## config.mk

```make
export PLATFORM = sky130hd
export DESIGN_NAME = store_drain_buffer
export DESIGN_NICKNAME = d
export VERILOG_FILES = /design/src/rtl/sdb_pkg.sv /design/src/rtl/sdb_ptr_ctrl.sv /design/src/rtl/sdb_entry_store.sv /design/src/rtl/sdb_read_gate.sv /design/src/rtl/store_drain_buffer.sv
export SDC_FILE = /design/constraint.sdc
export NUM_CORES = 1
export LEC_CHECK = 0
export ABC_AREA = 1
export CORE_MARGIN = 10
export CORE_UTILIZATION = 43
export DETAILED_ROUTE_END_ITERATION = 16
export PLACE_DENSITY = 0.7
export SKIP_LAST_GASP = 1
export SYNTH_ARGS = -nofsm -noshare
export SYNTH_HDL_FRONTEND = slang
export SYNTH_SLANG_ARGS = --single-unit
export TNS_END_PERCENT = 30
```

## constraint.sdc

```tcl
create_clock -name clk -period 5.5 [get_ports clk]
set_input_delay 1.1 -clock clk [delete_from_list [all_inputs] [get_ports clk]]
set_output_delay 1.1 -clock clk [all_outputs]
set_load 0.02 [all_outputs]
```

## src/rtl/sdb_pkg.sv

```systemverilog
package sdb_pkg;
  // Advance a circular slot index that wraps at depth-1.
  function automatic int unsigned sdb_step(input int unsigned idx, input int unsigned depth);
    return (idx == depth - 1) ? 0 : idx + 1;
  endfunction
endpackage

```

## src/rtl/sdb_ptr_ctrl.sv

```systemverilog
module sdb_ptr_ctrl #(
  parameter int DEPTH = 4,
  localparam int PW = (DEPTH > 1) ? $clog2(DEPTH) : 1,
  localparam int CW = $clog2(DEPTH + 1)
) (
  input  logic          clk,
  input  logic          rst_n,
  input  logic          push,
  input  logic          pop,
  output logic [PW-1:0] wptr,
  output logic [PW-1:0] rptr,
  output logic [CW-1:0] level,
  output logic          full,
  output logic          empty
);
  import sdb_pkg::*;

  logic [PW-1:0] wptr_q, wptr_d, rptr_q, rptr_d;
  logic [CW-1:0] lvl_q, lvl_d;

  always_comb begin
    wptr_d = wptr_q;
    rptr_d = rptr_q;
    lvl_d  = lvl_q;
    if (push) wptr_d = PW'(sdb_step(int'(wptr_q), DEPTH));
    if (pop)  rptr_d = PW'(sdb_step(int'(rptr_q), DEPTH));
    case ({push, pop})
      2'b10:   lvl_d = lvl_q + 1'b1;
      2'b01:   lvl_d = lvl_q - 1'b1;
      default: lvl_d = lvl_q;
    endcase
  end

  always_ff @(posedge clk or negedge rst_n) begin
    if (!rst_n) begin
      wptr_q <= '0;
      rptr_q <= '0;
      lvl_q  <= '0;
    end else begin
      if (push) wptr_q <= wptr_d;
      if (pop)  rptr_q <= rptr_d;
      if (push != pop) lvl_q <= lvl_d;
    end
  end

  assign wptr  = wptr_q;
  assign rptr  = rptr_q;
  assign level = lvl_q;
  assign full  = (lvl_q == CW'(DEPTH));
  assign empty = (lvl_q == '0);

  // with no drain, a full buffer remains full
  p_no_overflow_r3: assert property (@(posedge clk) disable iff (!rst_n)
    full && !pop |=> full);
  // occupancy moves by at most one per cycle
  p_level_step_r2: assert property (@(posedge clk) disable iff (!rst_n)
    1'b1 |=> (level == $past(level)) || (level == $past(level) + 1'b1) ||
             (level == $past(level) - 1'b1));
  // the last free slot taken without a drain makes the buffer full
  p_fill_r8: assert property (@(posedge clk) disable iff (!rst_n)
    (level == CW'(DEPTH - 1)) && push && !pop |=> full);
endmodule

```

## src/rtl/sdb_entry_store.sv

```systemverilog
module sdb_entry_store #(
  parameter int DEPTH = 4,
  parameter int AW    = 30,
  parameter int DW    = 32,
  localparam int PW = (DEPTH > 1) ? $clog2(DEPTH) : 1
) (
  input  logic          clk,
  input  logic          rst_n,
  input  logic          push,
  input  logic          pop,
  input  logic [PW-1:0] wptr,
  input  logic [PW-1:0] rptr,
  input  logic [AW-1:0] wr_addr,
  input  logic [DW-1:0] wr_data,
  output logic [AW-1:0] head_addr,
  output logic [DW-1:0] head_data,
  input  logic [AW-1:0] probe_addr,
  output logic          probe_hit
);
  logic [AW-1:0]    addr_q [DEPTH];
  logic [DW-1:0]    data_q [DEPTH];
  logic [DEPTH-1:0] vld_q, vld_d;
  logic [DEPTH-1:0] match;

  always_comb begin
    vld_d = vld_q;
    if (pop)  vld_d[rptr] = 1'b0;
    if (push) vld_d[wptr] = 1'b1;
  end

  always_ff @(posedge clk or negedge rst_n) begin
    if (!rst_n) vld_q <= '0;
    else if (push || pop) vld_q <= vld_d;
  end

  always_ff @(posedge clk) begin
    if (push) begin
      addr_q[wptr] <= wr_addr;
      data_q[wptr] <= wr_data;
    end
  end

  for (genvar g = 0; g < DEPTH; g++) begin : g_cmp
    assign match[g] = vld_q[g] && (addr_q[g] == probe_addr);
  end

  assign probe_hit = |match;
  assign head_addr = addr_q[rptr];
  assign head_data = data_q[rptr];

  // an entry is never written over while it is still pending
  p_no_clobber_r4: assert property (@(posedge clk) disable iff (!rst_n)
    push && vld_q[wptr] |-> pop && (rptr == wptr));
endmodule

```

## src/rtl/sdb_read_gate.sv

```systemverilog
module sdb_read_gate #(
  parameter int AW = 30
) (
  input  logic          hit,
  input  logic          in_valid,
  output logic          in_ready,
  input  logic [AW-1:0] in_addr,
  output logic          out_valid,
  input  logic          out_ready,
  output logic [AW-1:0] out_addr
);
  assign out_valid = in_valid && !hit;
  assign in_ready  = out_ready && !hit;
  assign out_addr  = in_addr;
endmodule

```

## src/rtl/store_drain_buffer.sv

```systemverilog
module store_drain_buffer #(
  parameter int DEPTH = 4,
  parameter int AW    = 30,
  parameter int DW    = 32,
  localparam int PW = (DEPTH > 1) ? $clog2(DEPTH) : 1,
  localparam int CW = $clog2(DEPTH + 1)
) (
  input  logic          clk,
  input  logic          rst_n,
  input  logic          st_valid,
  output logic          st_ready,
  input  logic [AW-1:0] st_addr,
  input  logic [DW-1:0] st_data,
  output logic          mw_valid,
  input  logic          mw_ready,
  output logic [AW-1:0] mw_addr,
  output logic [DW-1:0] mw_data,
  input  logic          rd_in_valid,
  output logic          rd_in_ready,
  input  logic [AW-1:0] rd_in_addr,
  output logic          rd_out_valid,
  input  logic          rd_out_ready,
  output logic [AW-1:0] rd_out_addr,
  output logic          full,
  output logic          empty,
  output logic [CW-1:0] level
);
  logic          push, pop, hit;
  logic [PW-1:0] wptr, rptr;

  assign mw_valid = !empty;
  assign pop      = mw_valid && mw_ready;
  assign st_ready = !full || mw_ready;
  assign push     = st_valid && st_ready;

  sdb_ptr_ctrl #(.DEPTH(DEPTH)) u_ptr (
    .clk(clk), .rst_n(rst_n), .push(push), .pop(pop),
    .wptr(wptr), .rptr(rptr), .level(level), .full(full), .empty(empty)
  );

  sdb_entry_store #(.DEPTH(DEPTH), .AW(AW), .DW(DW)) u_store (
    .clk(clk), .rst_n(rst_n), .push(push), .pop(pop),
    .wptr(wptr), .rptr(rptr), .wr_addr(st_addr), .wr_data(st_data),
    .head_addr(mw_addr), .head_data(mw_data),
    .probe_addr(rd_in_addr), .probe_hit(hit)
  );

  sdb_read_gate #(.AW(AW)) u_gate (
    .hit(hit), .in_valid(rd_in_valid), .in_ready(rd_in_ready), .in_addr(rd_in_addr),
    .out_valid(rd_out_valid), .out_ready(rd_out_ready), .out_addr(rd_out_addr)
  );

  // a stalled head entry holds its address and data
  p_head_hold_r5: assert property (@(posedge clk) disable iff (!rst_n)
    mw_valid && !mw_ready |=> mw_valid && $stable(mw_addr) && $stable(mw_data));
  // a refill blocked while memory is ready implies a pending entry
  p_hold_needs_entry_r7: assert property (@(posedge clk) disable iff (!rst_n)
    rd_in_valid && rd_out_ready && !rd_in_ready |-> !empty);
  // a full buffer that drains still accepts a store
  p_full_swap_r6: assert property (@(posedge clk) disable iff (!rst_n)
    full && mw_ready |-> st_ready);
  // state is empty in the first cycle after reset
  p_reset_empty_r1: assert property (@(posedge clk)
    $rose(rst_n) |-> empty && !mw_valid);
endmodule

```

==> metrics.md, run 1 <==
| Metric | Value |
|---|---|
| Status | `complete, no violations` |
| CORE AREA | `27900 µm²` |
| Number of gates resized after cts | `0` |
| Largest net degree at the start of global routing | `a little under 90` |
| Final ANT Viol Nets | `0` |
| Synth Instances | `1256` |
| Synth cell types | `23` |
| Core Util, Final | `55.0%` |
| Seq pwr share | `35.4%` |
| Final net count | `about 1500` |
| Setup TNS | `0 ns` |
| Seq/Total Area, Yosys | `63.4%` |
| Slew HR | `29.9%` |
| Synth-to-layout area growth | `25.9%` |
| Max incr delay on CP | `0.68 ns` |
| # DRC | `0` |
| Initial Utilization | `a little over two fifths` |
| Wire length per cell | `around 19 µm` |
| Share of cells above drive strength 1 | `under 10%` |
| HPWL Detailed | `24200 µm` |
| Net switching power | `about 3 mW` |
| Area of the die | `approximately 35000 µm²` |
| Max Freq | `224 MHz` |
| # port buffers | `approximately 200` |
| Drt first pass iters | `7` |
| CTS max path bufs | `3` |
| Yosys warns | `0` |
| Skew final | `0.00508 ns` |
| Row count | `61` |
| Leakage Power | `6.07 nW` |
| Die Wd | `188 µm` |
| Final period util | `81.2%` |
| Clock power share | `between 20% and 30%` |
| Most frequent cells in the layout | `336 x nand2_1, 248 x edfxtp_1, 198 x clkdlybuf4s50_1` |
| Number of post-CTS setup repair buffers | `0` |
| Cts bufs inserted | `29` |
| Hold Path Origin | `u_store.vld_q[0]` |
| Reg clk slew, reported paths | `roughly 0.060 ns` |
| CTS tree | `yes` |
| Clock Tree Root | `clkbuf_16` |
| Remaining Overflow, GRT | `0` |
| Critical R2R Launch | `u_ptr.level[0]` |
| #FFs+latches synth | `259` |
| Critical Path RT | `about 4.4 ns` |
| Iteration-0 DRC Markers | `between 800 and 900` |
| Crit. End Element | `output port` |
| Crit Path Category | `reg -> out` |
| Crit path time final | `4.47 ns` |
| Measured slew at the worst slew-check pin | `1.05 ns` |
| Power per cell area | `519 nW/µm²` |
| CTS sink cnt | `259` |
| CP max stage cell | `inv_4` |
| Hold Crit Class | `reg -> reg` |
| Vias | `9417` |
| CP max FO | `slightly below 90` |
| Startpoint Class | `flop` |
| Syn Nets | `between 1000 and 1500` |
| Vias/cell | `5.16` |
| Crit path DAT | `around 3.4 ns` |
| Most common cell after layout, fill and taps aside | `nand2_1` |
| RSZ-0062 raised after global routing | `false` |
| Peak VDD IR | `~0.31 mV` |
| Slew Viols, Final | `0` |
| Worst setup path startpoint | `u_ptr.rptr[0]` |
| Max-cap violations | `0` |
| Cts hold-fix bufs | `0` |
| GRT Overall Usage | `19.1%` |
| Final setup vio count | `0` |
| Initial antenna violation count | `3` |
| Global-route wire length before repair | `53300 µm` |
| Number of top-level pins | `roughly 200` |
| Clk Latency, worst-skew pair | `0.54 ns` |
| Total wire length | `~35000 µm` |
| Die Y-Extent | `188 µm` |
| Gp weighted congestion | `1.04` |
| Vias in the first global route | `approximately 9400` |
| H-tree level count | `1` |
| Avg Cell Area, Syn | `9.70 µm²` |
| Sw Share | `37.3%` |
| Mapped cell area | `~12000 µm²` |
| Hold Vio Cnt, Final | `0` |
| Internal | `roughly 5 mW` |
| Worst-path cell chain | `inv_4 -> buf_12 -> o21ai_0 -> o22ai_1 -> clkdlybuf4s50_1` |
| Comb pwr share | `40.1%` |
-- worst paths after layout --
path                            cells past startpoint  slack [ns]                to
worst max register to register                      9        2.98    u_ptr.level[2]
worst min-delay path                                2        0.53  u_store.vld_q[0]
max in group asynchronous                           1        4.18     u_ptr.rptr[0]
worst max-delay path                                5        1.03       mw_data[21]
worst min register to register                      2        0.53  u_store.vld_q[0]
min in group asynchronous                           1        0.92  u_store.vld_q[2]
-- flip-flops by register name, summed over array words and instances (netlist names) --
signal          flops
u_ptr.level         3
u_store.data_q    128
u_ptr.rptr          2
u_store.vld_q       4
u_ptr.wptr          2
u_store.addr_q    120
-- cell families (layout without fill, tap and decap cells) --
family,count (synthesis),count (layout),synth area share (%)
AOI/OAI and AO/OA,257,257,11.1
xor gates and xnor gates,12,12,0.863
adders and majority gates,11,11,1.19
buffers and inverters,213,402,7.84
DFF,259,259,63.4
other,0,1,0
and+or+nand+nor,504,504,15.6
-- metrics by stage --
stage	area (µm²)	total power, mW	cells	setup WS [ns]	hold slack (ns)
final	15300	7.95	1824	1.03	0.527
after global routing	15300	8.40	1824	0.815	0.551
after CTS	15300	8.03	1823	1.03	0.525
after detailed placement	14400	6.06	1771	1.08	0.511
after global placement	14400	6.02	1771	1.07	0.497
after floorplan	12200	4.62	1256	0.806	0.470
-- power by group through the flow --
stage | Sequential (mW) | Clock [mW] | Combinational, mW
global route | 2.85 | 2.07 | 3.48
finish | 2.82 | 1.95 | 3.19
global placement | 2.84 | 0 | 3.18
CTS | 2.81 | 1.98 | 3.23
floorplan | 2.80 | 0 | 1.81
detailed placement | 2.85 | 0 | 3.21
-- synthesized netlist by cell type, drive strengths merged --
cell | number | area, µm²
a21oi | 82 | 410
buf | 46 | 325
clkbuf | 27 | 104
dfrtp | 11 | 275
edfxtp | 248 | 7450
fa | 1 | 20.0
ha | 10 | 125
inv | 140 | 526
nand2 | 336 | 1260
nand3 | 6 | 30.0
nor2 | 161 | 604
nor3 | 1 | 5.00
o21ai | 131 | 656
o22ai | 36 | 225
o31ai | 8 | 60.1
xnor2 | 9 | 78.8
xor2 | 3 | 26.3
-- per-layer routing --
metal / wire length [µm] / GRT usage, %
met5: 26 / 0
met4: 1160 / 6.62
met3: 2960 / 4.86
met2: 16100 / 31.5
met1: 14700 / 23.9
-- layout make-up --
class	count	area, µm²
fill	2402	12500
sequential	259	7730
multi-input combinational	784	3530
timing repair buffer	210	2110
clock buffer	35	748
inverter	140	528
tap	378	473
clock inverter	17	215
antenna	1	2.50
-- worst max-delay path: cells and delay by family, from the launching register on --
kind            cells  cell delay [ns]
compound gates      2             0.37
buf+inv             3             1.71
flops               1             0.66
No activity file was read; power rests on OpenSTA's default activity.
==> run 2, diff against run 1 <==
==> constraint.sdc (replaced) <==
create_clock -name clk -period 4.4 [get_ports clk]
set_input_delay 0.88 -clock clk [delete_from_list [all_inputs] [get_ports clk]]
set_output_delay 0.88 -clock clk [all_outputs]
set_load 0.02 [all_outputs]
==> run 2 against run 1 <==
Compared with the run above: first-iteration DRC count is 12% higher; design area decreased by 0.65%; sequential share of layout area is 0.33 points higher; cell count is 0.22% higher; total power increased by 21%; critical endpoint is now mw_data[29]; largest cell class unchanged; largest power group unchanged; highest routed layer unchanged.
==> metrics.md, run 2 (synthesis gave the netlist of run 1 again) <==
| Metric | Value |
|---|---|
| Worst setup path startpoint | `u_ptr.rptr[0]` |
| Vias | `9428 (+0.12%)` |
| Area of the die | `35500 µm² (unchanged)` |
| Power per cell area | `634 nW/µm² (+22%)` |
| Most flop-heavy register | `u_store.data_q` |
| Tot Pwr | `9.66 mW (+21%)` |
| Hold Vio Cnt, Final | `0 (unchanged)` |
| GRT met2 Usage | `31.6% (+0.11 points)` |
| R2r setup slk | `1.86 ns (-1.12 ns)` |
| H-tree level count | `1 (unchanged)` |
| Routing usage on met1 | `24.2% (+0.32 points)` |
| Leakage Power | `6.03 nW (-0.67%)` |
| GRT Overall Usage | `19.0% (-0.047 points)` |
| Global-route wire length before repair | `53200 µm (-0.13%)` |
| # DRC | `0 (unchanged)` |
| Critical R2R Launch | `u_ptr.level[1]` |
| Remaining Overflow, GRT | `0 (unchanged)` |
| Slew Viols, Final | `0 (unchanged)` |
| Crit path time final | `about 4 ns` |
| Final WS setup | `0.378 ns (-0.656 ns)` |
| Max-cap violations | `0 (unchanged)` |
| Total wire length | `35100 µm (+0.33%)` |
| CP max FO | `70 (-20%)` |
| Number of post-CTS setup repair buffers | `0 (unchanged)` |
| Setup TNS | `0 ns (unchanged)` |
| Crit path DAT | `3.14 ns (-0.23 ns)` |
| Critical Path RT | `3.52 ns (-0.88 ns)` |
| Gp weighted congestion | `1.04 (about the same)` |
| Final setup vio count | `0 (unchanged)` |
| GR peak layer | `met2` |
| HPWL Detailed | `24400 µm (+0.96%)` |
| CTS max path bufs | `3 (unchanged)` |
| Synth-to-layout area growth | `25.1%` |
| CORE AREA | `27900 µm² (unchanged)` |
| # port buffers | `198 (unchanged)` |
| Most common cell after layout, fill and taps aside | `nand2_1` |
| Critical path endpoint | `mw_data[29]` |
| Initial Utilization | `43.7% (unchanged)` |
| Slew HR | `53.1% (+23 points)` |
| Vias in the first global route | `9174 (-2.3%)` |
| Cts hold-fix bufs | `0 (unchanged)` |
| CTS tree | `yes` |
| Final ANT Viol Nets | `0 (unchanged)` |
| Measured slew at the worst slew-check pin | `0.701 ns (-0.350 ns)` |
| Worst slack, placed | `0.448 ns (-0.631 ns)` |
| Max FFs per register | `128 (unchanged)` |
| Grt met3 use | `4.93% (+0.074 points)` |
| Reg clk slew, reported paths | `0.06 ns (about the same)` |
| Core Util, Final | `54.7% (-0.36 points)` |
| Final net count | `1538 (+0.33%)` |
| Number of top-level pins | `199 (unchanged)` |
| Vias/cell | `5.16 (-0.10%)` |
| Reg2Reg Depth | `9 (unchanged)` |
| Status | `complete, no violations` |
| Die Wd | `188 µm (unchanged)` |
| Hold WS | `0.535 ns (+0.00853 ns)` |
| Peak VDD IR | `0.622 mV (+99%)` |
| CTS sink cnt | `259 (unchanged)` |
| Crit Path Category | `reg -> out` |
| Most frequent cells in the layout | `336 x nand2_1, 248 x edfxtp_1, 198 x clkdlybuf4s50_1` |
| Drt first pass iters | `5 (-2)` |
| Largest net degree at the start of global routing | `85 (-3.4%)` |
| Hold Path Origin | `u_store.vld_q[1]` |
| Top flop regs | `u_store.data_q x128, u_store.addr_q x120, u_store.vld_q x4` |
| RR Endpoint | `u_ptr.level[2]` |
| Hold Crit Class | `reg -> reg` |
| Crit. End Element | `output port` |
| Number of gates resized after cts | `0 (unchanged)` |
| Final period util | `slightly above 90%` |
| Clk Latency, worst-skew pair | `0.54 ns (about the same)` |
| Share of cells above drive strength 1 | `4.83% (-0.15 points)` |
| Startpoint Class | `flop` |
| DP Area | `14400 µm² (+0.23%)` |
| Post-Layout Cell Count | `1828 (+0.22%)` |
| Skew final | `0.0103 ns (+0.00523 ns)` |
| Max Freq | `around 250 MHz` |
| RSZ-0062 raised after global routing | `false` |
| Post-route cell area | `15200 µm² (-0.65%)` |
| Initial antenna violation count | `5 (+2)` |
| Clock Tree Root | `clkbuf_16` |
| Cts bufs inserted | `28 (-3.4%)` |
| Placed cells | `1777 (+0.34%)` |
| Die Y-Extent | `188 µm (unchanged)` |
| Iteration-0 DRC Markers | `904 (+12%)` |
| Wire length per cell | `19.2 µm (+0.11%)` |
| Row count | `61 (unchanged)` |
==> run 2: changes by cell type in the layout (fill, tap and decap cells not counted) <==
cell	before	now
buf_4	9	16
clkbuf_16	29	28
clkinv_1	3	5
clkinvlp_4	2	1
clkinv_8	0	1
clkinv_2	6	4
clkbuf_1	6	10
buf_12	3	2
clkinv_4	1	0
bufinv_16	5	1
==> run 2: per-layer routing <==
metal	vias to the layer above	wire length, µm
met5	-	49
met4	6	845
met3	68	3280
met2	423	16700
met1	4426	14200
li1	4505	-
==> run 2: worst max-delay path, stage by stage (launching register included) <==
cell             delay, ns
dfrtp_4               0.73
inv_4                 0.15
buf_4                 0.57
o21ai_0               0.18
o22ai_1               0.26
clkdlybuf4s50_1       0.67
==> run 2: worst min path at each step <==
stage,end,cells after the start
after global routing,u_store.vld_q[1],2
after detailed placement,u_store.vld_q[1],2
after floorplan,u_store.vld_q[0],2
final,u_store.vld_q[1],2
after global placement,u_store.vld_q[1],2
after CTS,u_store.vld_q[1],2
==> run 2: report_power, final <==
group | total [mW] | internal (mW) | switching (mW)
Combinational | 3.96 | 1.48 | 2.48
Clock | 2.14 | 1.23 | 0.914
Sequential | 3.55 | 3.26 | 0.291
Total | 9.66 | 5.97 | 3.69
==> run 2: layout make-up <==
type                    count  area (µm²)
fillers                  2415       12600
flip-flops and latches    259        7730
clock buffers              38         738
inverters                 140         528
diodes                      1        2.50
clock inverters            12        92.6
multi-input cells         784        3530
well taps                 378         473
repair buffers            216        2140
